$ cat config.mk
export PLATFORM = sky130hd
export DESIGN_NAME = evt_accept
export DESIGN_NICKNAME = d
export VERILOG_FILES = /design/src/rtl/evt_accept_pkg.sv /design/src/rtl/evt_qualify.sv /design/src/rtl/evt_arm_ctrl.sv /design/src/rtl/evt_blink.sv /design/src/rtl/evt_accept.sv
export SDC_FILE = /design/constraint.sdc
export NUM_CORES = 1
export LEC_CHECK = 0
export BUFFER_PORTS_ARGS = -buffer_cell sky130_fd_sc_hd__buf_2
export CAP_MARGIN = 20
export CORE_MARGIN = 1.5
export CORE_UTILIZATION = 42
export CTS_CLUSTER_SIZE = 12
export DETAILED_ROUTE_END_ITERATION = 7
export PLACE_DENSITY = 0.8
export RECOVER_POWER = 50
export SYNTH_ARGS = -nofsm -noshare
export SYNTH_HDL_FRONTEND = slang
export SYNTH_SLANG_ARGS = --single-unit
$ cat constraint.sdc
create_clock -name clk_i -period 1 [get_ports clk_i]
set_input_delay 0.2 -clock clk_i [delete_from_list [all_inputs] [get_ports clk_i]]
set_output_delay 0.2 -clock clk_i [all_outputs]
set_load 0.01 [all_outputs]
$ cat src/rtl/evt_accept_pkg.sv
package evt_accept_pkg;
  typedef enum logic {
    MODE_COINC   = 1'b0,
    MODE_SINGLES = 1'b1
  } acq_mode_e;
endpackage

$ cat src/rtl/evt_qualify.sv
module evt_qualify #(
  parameter int NCH = 4
) (
  input  logic [NCH-1:0] peak_i,
  input  logic [NCH-1:0] gate_i,
  input  logic [NCH-1:0] veto_i,
  input  logic [NCH-1:0] gate_ign_i,
  input  logic [NCH-1:0] busy_i,
  input  logic           mgate_a_i,
  input  logic           mgate_b_i,
  input  logic           mgate_ign_i,
  input  logic           inhibit_i,
  input  logic           clear_i,
  input  logic           lock_i,
  output logic [NCH-1:0] hit_o
);
  logic master_open;
  logic global_open;

  assign master_open = mgate_ign_i | mgate_a_i | mgate_b_i;
  assign global_open = master_open & ~inhibit_i & ~clear_i & ~lock_i;

  for (genvar c = 0; c < NCH; c++) begin : g_ch
    logic ch_open;
    assign ch_open  = (gate_ign_i[c] | gate_i[c]) & ~veto_i[c] & ~busy_i[c];
    assign hit_o[c] = peak_i[c] & ch_open & global_open;
  end
endmodule

$ cat src/rtl/evt_arm_ctrl.sv
module evt_arm_ctrl
  import evt_accept_pkg::*;
#(
  parameter int NCH = 4
) (
  input  logic           clk_i,
  input  logic           rst_ni,
  input  logic [NCH-1:0] hit_i,
  input  acq_mode_e      mode_i,
  input  logic           clear_i,
  input  logic [NCH-1:0] done_i,
  output logic [NCH-1:0] accept_o,
  output logic [NCH-1:0] busy_o,
  output logic           lock_o
);
  logic [NCH-1:0] busy_q, busy_d, rearm;
  logic [NCH-1:0] accept_q;
  logic           lock_q, lock_d;

  assign rearm = (mode_i == MODE_SINGLES) ? done_i : '0;

  always_comb begin
    busy_d = busy_q;
    lock_d = lock_q;
    if (clear_i) begin
      busy_d = '0;
      lock_d = 1'b0;
    end else begin
      busy_d = (busy_q & ~rearm) | hit_i;
      if (mode_i == MODE_COINC && |hit_i) lock_d = 1'b1;
    end
  end

  always_ff @(posedge clk_i or negedge rst_ni) begin
    if (!rst_ni) begin
      busy_q   <= '0;
      lock_q   <= 1'b0;
      accept_q <= '0;
    end else begin
      busy_q   <= busy_d;
      lock_q   <= lock_d;
      accept_q <= hit_i;
    end
  end

  assign accept_o = accept_q;
  assign busy_o   = busy_q;
  assign lock_o   = lock_q;


  no_rearm_chk: assert property (@(posedge clk_i) disable iff (!rst_ni)
    (accept_q & $past(busy_q)) == '0);

  coinc_lock_chk: assert property (@(posedge clk_i) disable iff (!rst_ni)
    (accept_q != '0 && $past(mode_i) == MODE_COINC) |-> lock_q);

  lock_hold_chk: assert property (@(posedge clk_i) disable iff (!rst_ni)
    (lock_q && !clear_i) |=> lock_q);

  clear_release_chk: assert property (@(posedge clk_i) disable iff (!rst_ni)
    clear_i |=> (busy_q == '0 && !lock_q));

  busy_fall_chk: assert property (@(posedge clk_i) disable iff (!rst_ni)
    ($past(busy_q) & ~busy_q & ~({NCH{$past(clear_i)}} |
      ($past(done_i) & {NCH{$past(mode_i) == MODE_SINGLES}}))) == '0);
endmodule

$ cat src/rtl/evt_blink.sv
module evt_blink #(
  parameter int NCH       = 4,
  parameter int BLINK_CYC = 4
) (
  input  logic           clk_i,
  input  logic           rst_ni,
  input  logic [NCH-1:0] accept_i,
  output logic [NCH-1:0] blink_o
);
  localparam int BW = $clog2(BLINK_CYC + 1);

  for (genvar c = 0; c < NCH; c++) begin : g_ch
    logic [BW-1:0] cnt_q;
    always_ff @(posedge clk_i or negedge rst_ni) begin
      if (!rst_ni)          cnt_q <= '0;
      else if (accept_i[c]) cnt_q <= BW'(BLINK_CYC);
      else if (cnt_q != '0) cnt_q <= cnt_q - 1'b1;
    end
    assign blink_o[c] = (cnt_q != '0);
  end


  blink_follow_chk: assert property (@(posedge clk_i) disable iff (!rst_ni)
    (accept_i != '0) |=> ((blink_o & $past(accept_i)) == $past(accept_i)));
endmodule

$ cat src/rtl/evt_accept.sv
module evt_accept
  import evt_accept_pkg::*;
#(
  parameter int NCH       = 4,
  parameter int BLINK_CYC = 4
) (
  input  logic           clk_i,
  input  logic           rst_ni,
  input  logic [NCH-1:0] peak_i,
  input  logic [NCH-1:0] gate_i,
  input  logic [NCH-1:0] veto_i,
  input  logic [NCH-1:0] gate_ign_i,
  input  logic           mgate_a_i,
  input  logic           mgate_b_i,
  input  logic           mgate_ign_i,
  input  logic           singles_i,
  input  logic           inhibit_i,
  input  logic           clear_i,
  input  logic [NCH-1:0] done_i,
  output logic [NCH-1:0] accept_o,
  output logic [NCH-1:0] blink_o,
  output logic [NCH-1:0] busy_o,
  output logic           locked_o
);
  logic [NCH-1:0] hit;
  logic [NCH-1:0] busy;
  logic [NCH-1:0] accept;
  logic           lock;
  acq_mode_e      mode;

  assign mode = singles_i ? MODE_SINGLES : MODE_COINC;

  evt_qualify #(.NCH(NCH)) u_qual (
    .peak_i      (peak_i),
    .gate_i      (gate_i),
    .veto_i      (veto_i),
    .gate_ign_i  (gate_ign_i),
    .busy_i      (busy),
    .mgate_a_i   (mgate_a_i),
    .mgate_b_i   (mgate_b_i),
    .mgate_ign_i (mgate_ign_i),
    .inhibit_i   (inhibit_i),
    .clear_i     (clear_i),
    .lock_i      (lock),
    .hit_o       (hit)
  );

  evt_arm_ctrl #(.NCH(NCH)) u_arm (
    .clk_i    (clk_i),
    .rst_ni   (rst_ni),
    .hit_i    (hit),
    .mode_i   (mode),
    .clear_i  (clear_i),
    .done_i   (done_i),
    .accept_o (accept),
    .busy_o   (busy),
    .lock_o   (lock)
  );

  evt_blink #(.NCH(NCH), .BLINK_CYC(BLINK_CYC)) u_blink (
    .clk_i    (clk_i),
    .rst_ni   (rst_ni),
    .accept_i (accept),
    .blink_o  (blink_o)
  );

  assign accept_o = accept;
  assign busy_o   = busy;
  assign locked_o = lock;


  veto_block_chk: assert property (@(posedge clk_i) disable iff (!rst_ni)
    (accept & $past(veto_i)) == '0);

  inhibit_block_chk: assert property (@(posedge clk_i) disable iff (!rst_ni)
    $past(inhibit_i) |-> (accept == '0));

  strobe_cause_chk: assert property (@(posedge clk_i) disable iff (!rst_ni)
    (accept & ~$past(peak_i)) == '0);
endmodule

==> results of run 1 <==
final timing paths:
| kind | from | to | slack [ps] | cells past startpoint |
|---|---|---|---|---|
| min in group asynchronous | rst_ni | u_arm.busy_o[2] | 390 | 2 |
| worst max-delay path | u_blink.g_ch[1].cnt_q[0] | blink_o[1] | -380 | 4 |
| worst max register to register | u_arm.busy_o[1] | u_arm.busy_o[1] | -280 | 3 |
| worst min-delay path | clear_i | u_arm.busy_o[3] | 240 | 3 |
| max in group asynchronous | rst_ni | u_arm.busy_o[3] | 240 | 2 |
| worst min register to register | u_blink.g_ch[2].cnt_q[2] | u_blink.g_ch[2].cnt_q[2] | 560 | 1 |
cells in the mapped netlist:
| master | number | share of area |
|---|---|---|
| nand2_1 | 4 | 0.015 |
| nor4_4 | 1 | 0.021 |
| o31ai_1 | 4 | 0.029 |
| nor4_1 | 1 | 0.0061 |
| nand2b_1 | 5 | 0.030 |
| nor3_1 | 1 | 0.0049 |
| a22oi_1 | 4 | 0.029 |
| a21oi_1 | 4 | 0.019 |
| nor4b_1 | 4 | 0.034 |
| a211oi_1 | 4 | 0.029 |
| dfrtp_1 | 21 | 0.51 |
| nor2_1 | 16 | 0.058 |
| inv_1 | 13 | 0.047 |
| xnor2_1 | 4 | 0.034 |
| ha_1 | 8 | 0.097 |
| and2_2 | 4 | 0.029 |
| o22ai_1 | 1 | 0.0061 |
worst reg2reg max path, delay by kind of cell, from the launching register on:
family | cells | cell delay, ps
AOI/OAI and AO/OA | 1 | 190
DFF | 1 | 440
and+or+nand+nor | 2 | 580
logic make-up after synthesis:
group,count (synthesis)
xor gates and xnor gates,4
adders and majority gates,8
DFF,21
buffers and inverters,13
and+or+nand+nor,36
AOI/OAI and AO/OA,17
report_power, final:
group          switching [W]  internal (W)  total, W
clock               0.000260      0.000155  0.000415
combinational        0.00166       0.00226   0.00392
sequential          0.000292       0.00113   0.00142
total                0.00221       0.00354   0.00575
metal layers:
layer / track usage / up-vias / wire length, um
met2: 0.458 / 84 / 2510
met1: 0.362 / 611 / 1880
met3: 0.0343 / 12 / 283
met5: 0 / - / 0
li1: - / 524 / -
met4: 0.107 / 0 / 123
final cells by class:
class                      count  area (um^2)
fill                          68          141
clock buffer                   4         26.3
timing repair buffer          91          681
multi-input combinational     65          791
inverter                      13         53.8
sequential                    21          527
tap                           28         35.0
state kept, by name (all words and copies together) (netlist names):
name                count
u_blink.g_ch.cnt_q     12
u_arm.accept_o          4
u_arm.busy_o            4
u_arm.lock_o            1
stage by stage:
| stage | util | hold slack, ps | setup WS [ps] | cell area, um^2 | std cells |
|---|---|---|---|---|---|
| floorplan | - | -95.6 | -73.4 | 1130 | 99 |
| global placement | 0.638 | 176 | -145 | 1440 | 176 |
| detailed placement | 0.638 | 180 | -158 | 1440 | 176 |
| CTS | 0.841 | 216 | -327 | 1900 | 209 |
| global route | 0.937 | 227 | -409 | 2110 | 222 |
| finish | 0.937 | 240 | -377 | 2110 | 222 |
repair_timing:
| action | in CTS | in global routing |
|---|---|---|
| resized for setup | 48 | 31 |
| endpoints found under the setup margin | 34 | 34 |
| hold buffers | 1 | 0 |
| hold endpoints to repair | 21 | 0 |
| setup buffers | 29 | 18 |
| pin swaps | 16 | 20 |
| cloned | 0 | 1 |
==> impl_metrics.tcl, run 1 <==
set metrics [dict create \
    status "finished with violations" \
    violations "setup timing" \
    crit_arrival_ps 1180 \
    tns_ps -6260 \
    period_needed_ps 1380 \
    drv_cap 0 \
    period_share 1.38 \
    cts_max_level 1 \
    hold_class "in -> reg" \
    worst_slew_pin_slew_ps 514 \
    finalPower_w 0.00575 \
    grt_max_degree 22 \
    crit_family "flip-flops" \
    crit_buf_inv 2 \
    antenna_found_initial 0 \
    ir_drop_v 0.00201 \
    cp-end-kind "output port" \
    syn_area_mm2 0.00103 \
    drtAntennaViolNets 0 \
    finalHoldViolations 0 \
    dieArea_mm2 0.00276 \
    synth_top_family_by_area "simple AND/OR/NAND/NOR gates" \
    syn_to_final_growth_pct 105 \
    ys_seq_area_frac 0.510 \
    synthMuxAreaShare 0 \
    grt_pass1_wl_mm 5.39 \
    crit_path_start_kind "flop" \
    power_density_mw_per_mm2 2720 \
    crit_path_cell_trace "inv_2 -> ha_4 -> nand2b_4 -> buf_6" \
    synth_cell_types 17 \
    port_buffers 40 \
    clk_latency_ps 300 \
    final-setup-viol-count 34 \
    drc 0 \
    gp_congestion 0.730 \
    die_width_um 52.5 \
    critical_path.max_stage_delay_ps 430 \
    power_leakage_nw 1.04 \
    worstSetupPathType "reg -> out" \
    slew_headroom 0.655 \
    start_util 0.457 \
    clkSinkCount 21 \
    synthXorXnorAreaFrac 0.0340 \
    layout_commonest_cell "buf_4" \
    ys_ff_latch 21 \
    cts-buffers-inserted 3 \
    crit_fanout 2 \
    synth-adder-area-share 0.0972 \
    grt_pass1_vias 1152 \
    layout_common_cells "buf_4, buf_2, buf_6, dfrtp_1, nor2_1" \
    netlist_instances 99 \
    dr.pass1.iters 4 \
    max_freq_mhz 726 \
    ios 41 \
    slew_viol_final 0 \
    yosys.area_share.simple 0.198 \
    root_buffer "clkbuf_4" \
    grt_usage 0.275 \
    clk_pin_slew_worst_paths_ps 120 \
    dp_hpwl_mm 1.73 \
    synth.net_count 135 \
    skew_ps 6.88 \
    avgSynthCellArea_um2 10.4 \
    vias_per_cell 5.55 \
    fin_nets 231 \
    rsz0062_at_grt "true" \
    synth_compound_area_frac 0.113 \
    yosys_warnings 0 \
    die_y_um 52.5 \
    fin_ws_ps -377 \
    wl_per_cell_um 21.6 \
    worst_path_max_delay_cell "dfrtp_1" \
    drive_gt1_frac 0.773 \
    cp_data_required_time_ps 800 \
    clk_path_buf_depth 2 \
    overflow 0 \
    rows 17 \
    cts_tree "done" \
    core_mm2 0.00225 \
    drtIter0Drc 51 \
    wl_mm 4.80 \
    vias 1231 \
    diodes 0 \
]
(Power assumes the default switching activity.)
==> inputs of run 2 (changes only) <==
PLACE_DENSITY = unset   (was 0.8)
PLACE_DENSITY_LB_ADDON = 0.15   (was unset)
SLEW_MARGIN = 40   (was unset)
==> impl_metrics.tcl, run 2 (same netlist as run 1, synthesis figures left out) <==
set metrics [dict create \
    crit_path_start_kind "flop" \
    period_share 1.38 \
    clkSinkCount 21 \
    max_freq_mhz 724 \
    ir_drop_v 0.00237 \
    drc 0 \
    cts-buffers-inserted 3 \
    grt_pass1_wl_mm 4.69 \
    crit_start "u_blink.g_ch[1].cnt_q[1]" \
    grt_max_degree 22 \
    r2r_cells 6 \
    start_util 0.457 \
    layout_commonest_cell "buf_4" \
    regMostFlops "u_blink.g_ch.cnt_q" \
    wl_per_cell_um 18.5 \
    power_leakage_nw 0.999 \
    fin_ws_ps -381 \
    layout_common_cells "buf_4, buf_2, dfrtp_1" \
    slew_headroom 0.629 \
    grt_usage 0.232 \
    fillers 97 \
    worstSetupPathType "reg -> out" \
    final-setup-viol-count 34 \
    antenna_found_initial 0 \
    period_needed_ps 1380 \
    cp-end-kind "output port" \
    wl_mm 4.01 \
    r2r-start "u_blink.g_ch[1].cnt_q[1]" \
    crit_fanout 2 \
    timing.hold.ws_ps 211 \
    syn_to_final_growth_pct 97.1 \
    drtIter0Drc 16 \
    drive_gt1_frac 0.741 \
    skew_ps 2.86 \
    drv_cap 0 \
    fin_nets 226 \
    grt_pass1_vias 1074 \
    cts_max_level 1 \
    clk_latency_ps 300 \
    status "finished with violations" \
    rsz0062_at_grt "true" \
    ios 41 \
    tns_ps -6020 \
    slew_viol_final 0 \
    gp_congestion 0.742 \
    core_mm2 0.00225 \
    dr.pass1.iters 4 \
    worst_slew_pin_slew_ps 557 \
    r2r_end "u_blink.g_ch[1].cnt_q[0]" \
    root_buffer "clkbuf_4" \
    dp_hpwl_mm 1.76 \
    power_density_mw_per_mm2 2770 \
    dieArea_mm2 0.00276 \
    drtAntennaViolNets 0 \
    hold_class "in -> reg" \
    holdPathEnd "u_arm.busy_o[0]" \
    die_width_um 52.5 \
    clk_path_buf_depth 2 \
    vias_per_cell 5.19 \
    min_from "done_i[0]" \
    cts_tree "done" \
    vias 1126 \
    violations "setup timing" \
    overflow 0 \
    port_buffers 40 \
    die_y_um 52.5 \
    utilization 0.900 \
    reg2reg_slack_ps -240 \
    crit_arrival_ps 1180 \
    cp_data_required_time_ps 800 \
    largest_reg_flops 12 \
    rows 17 \
    pre_cts_slack_ps -160 \
    finalHoldViolations 0 \
    min_path_cells 4 \
    diodes 0 \
    clk_pin_slew_worst_paths_ps 130 \
]
==> run 2: where the power goes <==
part           leakage, nW  switching [W]  internal, W
registers            0.266       0.000306      0.00113
logic                0.717        0.00160      0.00216
clock network       0.0150       0.000271     0.000155
==> run 2: area by class of cell <==
type,count,area (um^2),area share
Inverter,13,51.3,0.0253
Clock buffer,4,26.3,0.0129
Sequential cell,21,526,0.259
Timing Repair Buffer,86,638,0.314
Tap cell,28,35.0,0.0173
Multi-Input combinational cell,65,753,0.371
==> run 2: per-layer routing <==
layer,vias up,track usage,share of wire
met5,-,0,0
met1,552,0.275,0.39
met2,51,0.448,0.54
met3,10,0.0257,0.044
met4,0,0.0385,0.025
li1,513,-,-
==> run 2: through the flow <==
step / total power (W) / instances / cell area [um^2]
finish: 0.00562 / 217 / 2030
global route: 0.00586 / 217 / 2030
CTS: 0.00469 / 206 / 1850
detailed placement: 0.00306 / 176 / 1440
global placement: 0.00292 / 176 / 1440
floorplan: 0.00252 / 99 / 1130
==> run 2: critical path, stage by stage, from the launching register on <==
cell	delay (ps)
dfrtp_1	440
inv_2	110
ha_4	150
nand2b_4	60
buf_6	120
==> run 2: worst max path at each step <==
stage	slack (ps)	to
detailed placement	-160	u_arm.busy_o[1]
global route	-430	blink_o[2]
finish	-380	blink_o[1]
CTS	-320	blink_o[3]
floorplan	-70	u_arm.busy_o[0]
global placement	-130	u_arm.busy_o[0]
==> run 2: what timing repair did <==
action	4_1_cts	5_1_grt
resized for setup	49	21
hold buffers	1	0
hold endpoints to repair	21	0
pin swaps	15	13
setup endpoints to repair	34	34
setup buffers	26	13
==> inputs of run 3 (changes only) <==
CAP_MARGIN = 10   (was 20)
SETUP_SLACK_MARGIN = 0.02   (was unset)
TNS_END_PERCENT = 20   (was unset)
==> impl_metrics.tcl, run 3 (same netlist as run 1, synthesis figures left out) <==
set metrics [dict create \
    ios 41 \
    gp_congestion 0.670 \
    power_density_mw_per_mm2 2560 \
    clk_path_buf_depth 2 \
    slew_headroom 0.652 \
    clkSinkCount 21 \
    crit_fanout 2 \
    final-setup-viol-count 34 \
    timing.hold.ws_ps 194 \
    r2r_end "u_blink.g_ch[0].cnt_q[1]" \
    layout_commonest_cell "buf_2" \
    wl_per_cell_um 13.4 \
    holdPathEnd "u_arm.busy_o[0]" \
    finalHoldViolations 0 \
    dr.pass1.iters 5 \
    crit_arrival_ps 1140 \
    worst_slew_pin_slew_ps 522 \
    fin_nets 208 \
    crit_buf_inv 2 \
    drc 0 \
    min_from "done_i[0]" \
    status "finished with violations" \
    largest_reg_flops 12 \
    crit_family "flip-flops" \
    drtIter0Drc 8 \
    cp-end-kind "output port" \
    skew_ps 13.3 \
    fin_ws_ps -336 \
    clk_latency_ps 310 \
    worstSetupPathType "reg -> out" \
    rsz0062_at_grt "true" \
    drive_gt1_frac 0.632 \
    die_y_um 52.5 \
    period_share 1.34 \
    root_buffer "clkbuf_4" \
    core_mm2 0.00225 \
    clk_pin_slew_worst_paths_ps 120 \
    hold_class "in -> reg" \
    overflow 0 \
    vias 990 \
    dp_hpwl_mm 1.67 \
    cts-buffers-inserted 3 \
    min_path_cells 4 \
    dieArea_mm2 0.00276 \
    fillers 136 \
    wl_mm 2.67 \
    grt_usage 0.213 \
    critical_path.max_stage_delay_ps 420 \
    slew_viol_final 0 \
    reg2reg_slack_ps -290 \
    die_width_um 52.5 \
    diodes 0 \
    drv_cap 0 \
    rows 17 \
    drtAntennaViolNets 0 \
    antenna_found_initial 0 \
    period_needed_ps 1340 \
    cp_data_required_time_ps 800 \
    power_leakage_nw 0.892 \
    grt_max_degree 22 \
    regMostFlops "u_blink.g_ch.cnt_q" \
    crit_path_cell_trace "inv_2 -> ha_4 -> nand2b_4 -> buf_6" \
    crit_path_start_kind "flop" \
    r2r_cells 7 \
    ir_drop_v 0.00167 \
    port_buffers 40 \
    pre_cts_slack_ps -166 \
    finalPower_w 0.00454 \
    r2r-start "u_blink.g_ch[0].cnt_q[0]" \
    grt_pass1_vias 1011 \
    utilization 0.786 \
    max_freq_mhz 749 \
    cts_max_level 1 \
    worst_path_max_delay_cell "dfrtp_1" \
    syn_to_final_growth_pct 72.1 \
    violations "setup timing" \
    cts_tree "done" \
    grt_pass1_wl_mm 4.15 \
    start_util 0.457 \
    vias_per_cell 4.97 \
    layout_common_cells "buf_2, buf_4, dfrtp_1" \
]
## run 3: cell types whose count changed in the layout (fill, tap and decap cells not counted), moves of 3 or more
| cell | delta |
|---|---|
| inv_1 | +4 |
| ha_1 | +4 |
| and2_2 | +4 |
| buf_4 | -15 |
| buf_6 | -3 |
| nor2_1 | +3 |
| and2_4 | -4 |
| ha_4 | -4 |
| inv_2 | -3 |
## run 3: power breakdown
| group | total (W) | internal, W | switching, W |
|---|---|---|---|
| clock network | 0.000416 | 0.000156 | 0.000260 |
| registers | 0.00134 | 0.00113 | 0.000213 |
| logic | 0.00278 | 0.00166 | 0.00112 |
## run 3: metrics by stage
stage	instances	setup TNS (ps)	area [um^2]
after floorplan	99	-701	1080
after global placement	177	-1410	1400
after detailed placement	177	-2250	1400
after CTS	191	-5140	1670
after global routing	199	-6860	1770
final	199	-5140	1770
## run 3: repair_timing
action	in CTS	in global routing
setup endpoints to repair	33	34
endpoints found under the hold margin	21	0
pin swaps	14	6
gates resized for setup	38	8
hold buffers	1	0
setup buffers	9	8
## run 3: final cells by class
type,instances,area [um^2],area share
well taps,28,35.0,0.0198
repair buffers,68,492,0.278
flip-flops and latches,21,527,0.297
clock buffers,4,26.3,0.0148
multi-input cells,65,643,0.363
inverters,13,48.8,0.0275
## run 3: worst max path at each step
stage	to	depth (start not counted)	startpoint	slack [ps]
floorplan	u_arm.busy_o[0]	3	u_arm.lock_o	-70
global placement	u_arm.busy_o[0]	3	u_arm.lock_o	-120
detailed placement	u_arm.busy_o[0]	3	u_arm.lock_o	-170
CTS	blink_o[0]	4	u_blink.g_ch[0].cnt_q[1]	-340
global route	blink_o[0]	4	u_blink.g_ch[0].cnt_q[0]	-380
finish	blink_o[0]	4	u_blink.g_ch[0].cnt_q[0]	-340
## run 3: routing by layer
| layer | share of wire | track usage |
|---|---|---|
| met2 | 0.53 | 0.394 |
| met3 | 0.045 | 0.0343 |
| met5 | 0 | 0 |
| met1 | 0.40 | 0.220 |
| met4 | 0.027 | 0.132 |
## run 3: worst reg2reg max path, cell delays in order (launching register included)
cell and delay [ps]:
dfrtp_1 420, inv_2 90, ha_4 150, nand2b_4 60
buf_4 130, buf_4 150, nor2_1 140, a211oi_2 70
